$ cat config.mk
export PLATFORM = sky130hd
export DESIGN_NAME = i2c_pair_target
export DESIGN_NICKNAME = d
export VERILOG_FILES = /design/src/rtl/i2cp_pkg.sv /design/src/rtl/i2cp_line_sync.sv /design/src/rtl/i2cp_pair_track.sv /design/src/rtl/i2c_pair_target.sv
export SDC_FILE = /design/constraint.sdc
export NUM_CORES = 1
export LEC_CHECK = 0
export BUFFER_PORTS_ARGS = -buffer_cell sky130_fd_sc_hd__buf_2
export CORE_MARGIN = 5
export CORE_UTILIZATION = 37
export CTS_CLUSTER_DIAMETER = 120
export DETAILED_ROUTE_END_ITERATION = 12
export PLACE_DENSITY_LB_ADDON = 0.1
export SLEW_MARGIN = 10
export SYNTH_ARGS = -nofsm -noshare
export SYNTH_HDL_FRONTEND = slang
export SYNTH_SLANG_ARGS = --single-unit
$ cat constraint.sdc
create_clock -name clk -period 2.4 [get_ports clk]
set_input_delay 0.6 -clock clk [delete_from_list [all_inputs] [get_ports clk]]
set_output_delay 0.6 -clock clk [all_outputs]
set_load 0.005 [all_outputs]
$ cat src/rtl/i2cp_pkg.sv
// Shared definitions for the paired-byte register target.
// Assumes the byte-oriented framing of the two-wire bus (8 data bits + ack).
package i2cp_pkg;
    localparam int BYTE_W = 8;

    typedef enum logic [2:0] {
        ST_IDLE     = 3'd0,
        ST_ADDR     = 3'd1,
        ST_ADDR_ACK = 3'd2,
        ST_WR_BYTE  = 3'd3,
        ST_WR_ACK   = 3'd4,
        ST_RD_BYTE  = 3'd5,
        ST_IGNORE   = 3'd6
    } tgt_state_t;
endpackage

$ cat src/rtl/i2cp_line_sync.sv
// Synchronizes SCL/SDA into the system clock domain and flags SCL edges
// and START/STOP conditions. Assumes the system clock is many times
// faster than SCL so every bus phase spans several samples.
module i2cp_line_sync #(
    parameter int STAGES = 2
) (
    input  logic clk,
    input  logic rst_n,
    input  logic scl_in,
    input  logic sda_in,
    output logic sda_s,
    output logic scl_rise,
    output logic scl_fall,
    output logic start_det,
    output logic stop_det
);
    logic [STAGES-1:0] scl_pipe, sda_pipe;
    logic              scl_q, sda_q;
    logic              scl_s;

    // Metastability chain, reset to the idle-high bus level.
    always_ff @(posedge clk) begin
        if (!rst_n) begin
            scl_pipe <= '1;
            sda_pipe <= '1;
            scl_q    <= 1'b1;
            sda_q    <= 1'b1;
        end else begin
            scl_pipe <= {scl_pipe[STAGES-2:0], scl_in};
            sda_pipe <= {sda_pipe[STAGES-2:0], sda_in};
            scl_q    <= scl_pipe[STAGES-1];
            sda_q    <= sda_pipe[STAGES-1];
        end
    end

    // Edge and condition decode on the synchronized levels.
    always_comb begin
        scl_s     = scl_pipe[STAGES-1];
        sda_s     = sda_pipe[STAGES-1];
        scl_rise  = scl_s & ~scl_q;
        scl_fall  = ~scl_s & scl_q;
        start_det = scl_s & scl_q & sda_q & ~sda_s;
        stop_det  = scl_s & scl_q & ~sda_q & sda_s;
    end
endmodule

$ cat src/rtl/i2cp_pair_track.sv
// Tracks a two-byte fetch of one register word. On the first load it
// captures the word and offers the high byte; on the second it offers the
// captured low byte and closes the pair. Assumes load is a one-cycle pulse.
module i2cp_pair_track #(
    parameter int WORD_W = 16,
    parameter int BYTE_W = 8
) (
    input  logic              clk,
    input  logic              rst_n,
    input  logic              load,
    input  logic [WORD_W-1:0] word_in,
    output logic              pending,
    output logic [BYTE_W-1:0] byte_out
);
    logic [BYTE_W-1:0] low_hold;

    // Pending flag and captured low half.
    always_ff @(posedge clk) begin
        if (!rst_n) begin
            pending  <= 1'b0;
            low_hold <= '0;
        end else if (load) begin
            pending <= ~pending;
            if (!pending) low_hold <= word_in[BYTE_W-1:0];
        end
    end

    // Byte presented for the read that is being loaded now.
    always_comb byte_out = pending ? low_hold : word_in[WORD_W-1 -: BYTE_W];
endmodule

$ cat src/rtl/i2c_pair_target.sv
// Bus target exposing 16-bit registers through an 8-bit pointer, each word
// read as two single-byte read transactions (high then low). Refuses a new
// pointer while a pair is half read. Assumes a combinational register file
// answering reg_rdata for reg_addr in the same cycle; no clock stretching.
module i2c_pair_target
    import i2cp_pkg::*;
#(
    parameter logic [6:0] DEV_ADDR    = 7'h56,
    parameter int         PTR_W       = 8,
    parameter int         WORD_W      = 16,
    parameter int         SYNC_STAGES = 2
) (
    input  logic              clk,
    input  logic              rst_n,
    input  logic              scl_in,
    input  logic              sda_in,
    output logic              sda_pull_low,
    output logic              scl_pull_low,
    output logic [PTR_W-1:0]  reg_addr,
    input  logic [WORD_W-1:0] reg_rdata
);
    localparam int CNT_W = $clog2(BYTE_W + 1);
    localparam logic [CNT_W-1:0] FULL = CNT_W'(BYTE_W);

    tgt_state_t        state;
    logic [CNT_W-1:0]  bit_cnt;
    logic [BYTE_W-1:0] shreg;
    logic [BYTE_W-1:0] tx;
    logic              rw;
    logic              sda_low;
    logic              sda_s, scl_rise, scl_fall, start_det, stop_det;
    logic              pend, pair_load;
    logic [BYTE_W-1:0] pair_byte;

    i2cp_line_sync #(.STAGES(SYNC_STAGES)) u_sync (
        .clk(clk), .rst_n(rst_n), .scl_in(scl_in), .sda_in(sda_in),
        .sda_s(sda_s), .scl_rise(scl_rise), .scl_fall(scl_fall),
        .start_det(start_det), .stop_det(stop_det)
    );

    i2cp_pair_track #(.WORD_W(WORD_W), .BYTE_W(BYTE_W)) u_pair (
        .clk(clk), .rst_n(rst_n), .load(pair_load), .word_in(reg_rdata),
        .pending(pend), .byte_out(pair_byte)
    );

    // A read byte is fetched at the end of the address acknowledge clock.
    always_comb pair_load = (state == ST_ADDR_ACK) && scl_fall && rw && !start_det && !stop_det;

    // Bus protocol sequencer: address match, pointer write, byte transmit.
    always_ff @(posedge clk) begin
        if (!rst_n) begin
            state    <= ST_IDLE;
            bit_cnt  <= '0;
            shreg    <= '0;
            tx       <= '0;
            rw       <= 1'b0;
            sda_low  <= 1'b0;
            reg_addr <= '0;
        end else if (start_det) begin
            state   <= ST_ADDR;
            bit_cnt <= '0;
            sda_low <= 1'b0;
        end else if (stop_det) begin
            state   <= ST_IDLE;
            sda_low <= 1'b0;
        end else begin
            case (state)
                ST_ADDR, ST_WR_BYTE: begin
                    if (scl_rise && bit_cnt != FULL) begin
                        shreg   <= {shreg[BYTE_W-2:0], sda_s};
                        bit_cnt <= bit_cnt + 1'b1;
                    end else if (scl_fall && bit_cnt == FULL) begin
                        if (state == ST_ADDR) begin
                            if (shreg[BYTE_W-1:1] == DEV_ADDR) begin
                                rw      <= shreg[0];
                                sda_low <= 1'b1;
                                state   <= ST_ADDR_ACK;
                            end else begin
                                state <= ST_IGNORE;
                            end
                        end else if (!pend) begin
                            reg_addr <= shreg[PTR_W-1:0];
                            sda_low  <= 1'b1;
                            state    <= ST_WR_ACK;
                        end else begin
                            state <= ST_IGNORE;
                        end
                    end
                end
                ST_ADDR_ACK: begin
                    if (scl_fall) begin
                        if (rw) begin
                            tx      <= pair_byte;
                            sda_low <= ~pair_byte[BYTE_W-1];
                            bit_cnt <= CNT_W'(1);
                            state   <= ST_RD_BYTE;
                        end else begin
                            sda_low <= 1'b0;
                            bit_cnt <= '0;
                            state   <= ST_WR_BYTE;
                        end
                    end
                end
                ST_RD_BYTE: begin
                    if (scl_fall) begin
                        if (bit_cnt == FULL) begin
                            sda_low <= 1'b0;
                            state   <= ST_IGNORE;
                        end else begin
                            sda_low <= ~tx[BYTE_W-2];
                            tx      <= {tx[BYTE_W-2:0], 1'b0};
                            bit_cnt <= bit_cnt + 1'b1;
                        end
                    end
                end
                ST_WR_ACK: begin
                    if (scl_fall) begin
                        sda_low <= 1'b0;
                        state   <= ST_IGNORE;
                    end
                end
                default: sda_low <= 1'b0;
            endcase
        end
    end

    // Open-drain outputs: only pull-downs, SCL never held.
    always_comb begin
        sda_pull_low = sda_low;
        scl_pull_low = 1'b0;
    end
endmodule

==> impl_metrics.ini <==
[critical_path]
path_class = flop to flop
cp.arrival_ps = 2150
startpoint_type = flop
cp_max_fo = 17
required_ps = 2630
crit_path_end_kind = flop

[routing]
maxUsedRoutingLayer = met4
ant_nets = 0
via_per_inst = 5.17
wl_met3_um = 178
wire_per_inst_um = 14.0
m1WireLength_um = 2400
drc = 0
drtIter0Drc = 129
drt-total-wl_um = 4830
vias = 1777
drtPass1Iterations = 4
wl_met2_um = 2210

[clock_network]
h-tree-depth = 2
cts-hold-fix-buffers = 0
cts_root_buf = clkbuf_8
clock_sinks = 47
cts-buffers-inserted = 5
clk_pin_slew_ps = 90
clkLatencyLatePin_ps = 300
clock_path_buffers = 2
cts_tree = done
cts_resized = 0
postCtsSetupBuffers = 0

[placed_design]
place_congestion = 0.769
dpl.hpwl_um = 3470
io_buffers = 28
placed_cells = 336

[final_layout]
nFillCells = 601
layout-drive-gt1-share_pct = 18.6
antennaDiodeCount = 0
synthToLayoutAreaGrowth_pct = 13.3
layout.cells.non_filler = 344
utilization_pct = 42.8
nets = 290

[synth]
synthesis.nets = 264
synthArstFlopShare_pct = 0
synthTopCellsByArea = dfxtp_1 (42%), mux2i_1 (15%), nor2_1 (4.6%)
synth_edf_count = 0
synth_seq_cells = 47
yosys.cell_types.count = 53
synth.largest_area_cell = dfxtp_1
yosysWarnings = 0
syn_inst = 242
synthesis.area_um2 = 2230
synth_ff_type = dfxtp_1
yosysSeqAreaShare_pct = 42.3
synth_top_area_share_pct = 42.3
avgSynthCellArea_um2 = 9.20

[flow_run]
cap_violations = 0

[grt]
grt_pass1_wl_um = 8270
grt_max_degree = 33
grt_overflow = 0
grt_antenna_before_repair = 0
grt_usage_pct = 13.6
grt_pass1_vias = 1728

[timing]
finalCriticalPeriod_ps = 1920
relSlewSlack_pct = 63.5
max_freq_mhz = 521
finalHoldViolCount = 0
rsz0062_at_grt = no
slew_viol_final = 0
setup_tns_ps = 0
clock_skew_ps = 10.5
worstMarginPinSlew_ps = 546
setup_viol = 0
timing.final.crit_share_pct = 80.0

[power_and_ir_drop]
power_leakage_nw = 0.993
ir_worst_vdd_uv = 276
power.density_nw_per_um2 = 543

[floorplanning]
ioPinCount = 30
die_h_um = 87.6
floorplan.rows = 28
dieArea_um2 = 7670
coreArea_um2 = 5890
fp.dieW_um = 87.6
initial_utilization_pct = 37.8

[min_path]
hp-class = flop to flop

[outcome]
status = finished clean
-- layout make-up --
class | instances | area, um2 | area share, %
well taps | 75 | 93.8 | 3.72
clock buffers | 6 | 72.6 | 2.88
flip-flops and latches | 47 | 941 | 37.3
repair buffers | 34 | 185 | 7.34
multi-input cells | 175 | 1190 | 47.3
clock inverters | 2 | 16.3 | 0.645
inverters | 5 | 18.8 | 0.744
-- layout by cell type (no fill, tap or decap), drive strengths merged, types with 3 or more instances in the layout --
master    n
dfxtp    47
buf      34
mux2i    33
nor2     27
nand2    19
o21ai    13
a21oi    12
nand2b    8
o2111ai   6
clkbuf    6
inv       5
nand3     4
nor3      4
nand3b    4
nor2b     3
o211ai    3
o21a      3
-- cells in the mapped netlist (2+ instances only) --
| cell type | n |
|---|---|
| nand2b_1 | 7 |
| nor3b_1 | 2 |
| nand4b_1 | 2 |
| nor2b_1 | 3 |
| nand3_1 | 4 |
| nand3b_1 | 3 |
| nor3_1 | 4 |
| o21ai_0 | 12 |
| o211ai_1 | 3 |
| buf_2 | 4 |
| and3b_1 | 2 |
| nand2_1 | 19 |
| inv_1 | 4 |
| a221oi_1 | 2 |
| mux2i_1 | 33 |
| a211oi_1 | 2 |
| o21a_1 | 3 |
| o2111ai_1 | 6 |
| a21oi_1 | 11 |
| ha_1 | 2 |
| dfxtp_1 | 47 |
| nor2_1 | 27 |
| o22ai_1 | 2 |
| clkbuf_1 | 9 |
-- report_power, final --
| part | leakage, nW | internal (mW) | switching [mW] | total (mW) |
|---|---|---|---|---|
| Clock | 0.0418 | 0.210 | 0.284 | 0.493 |
| Sequential | 0.380 | 0.786 | 0.00905 | 0.795 |
| Combinational | 0.572 | 0.0354 | 0.0462 | 0.0816 |
| Total | 0.993 | 1.03 | 0.339 | 1.37 |
-- per-layer routing --
layer	global-route usage, %	vias to the layer above
li1	-	919
met1	18.7	827
met2	20.7	27
met3	3.95	4
met4	3.91	0
met5	0	-
-- flip-flops by register name, summed over array words and instances, names as in the netlist --
| signal | cells |
|---|---|
| bit_cnt | 4 |
| reg_addr | 8 |
| rw | 1 |
| sda_pull_low | 1 |
| shreg | 8 |
| state | 3 |
| tx | 7 |
| u_pair.low_hold | 8 |
| u_pair.pending | 1 |
| u_sync.scl_pipe | 2 |
| u_sync.scl_q | 1 |
| u_sync.sda_pipe | 2 |
| u_sync.sda_q | 1 |
-- critical path, stage by stage, from the launching register on --
cell and delay (ps):
dfxtp_1 650, nand3b_1 380, o21ai_1 480, o2111ai_1 180, a21oi_1 160
-- logic make-up after synthesis --
logic type / after synthesis / synth area share [%]
flip-flops: 47 / 42.3
other: 1 / 0.168
buffers and inverters: 20 / 4.10
AND/OR/NAND/NOR: 84 / 20.6
XOR/XNOR: 1 / 0.394
adder cells (fa/ha/maj): 2 / 1.12
multiplexers: 34 / 15.3
AO/OA/AOI/OAI: 53 / 16.0
-- worst paths after layout --
check	startpoint	slack (ps)	to	cells after the start
worst min register to register	u_sync.scl_pipe[0]	410	u_sync.scl_pipe[1]	1
worst max-delay path	state[0]	480	tx[6]	4
worst max register to register	state[0]	480	tx[6]	4
worst min-delay path	u_sync.scl_pipe[0]	410	u_sync.scl_pipe[1]	1
-- metrics by stage --
step                      hold slack (ps)  cell area [um2]  total power [mW]  setup slack (ps)
final                                 412             2520              1.37               480
after global routing                  438             2520              1.43               209
after floorplan                       386             2230             0.865               747
after CTS                             414             2520              1.39               474
after global placement                388             2430             0.897               572
after detailed placement              392             2430             0.896               525
Note: power is estimated with default switching activity, not from simulation.
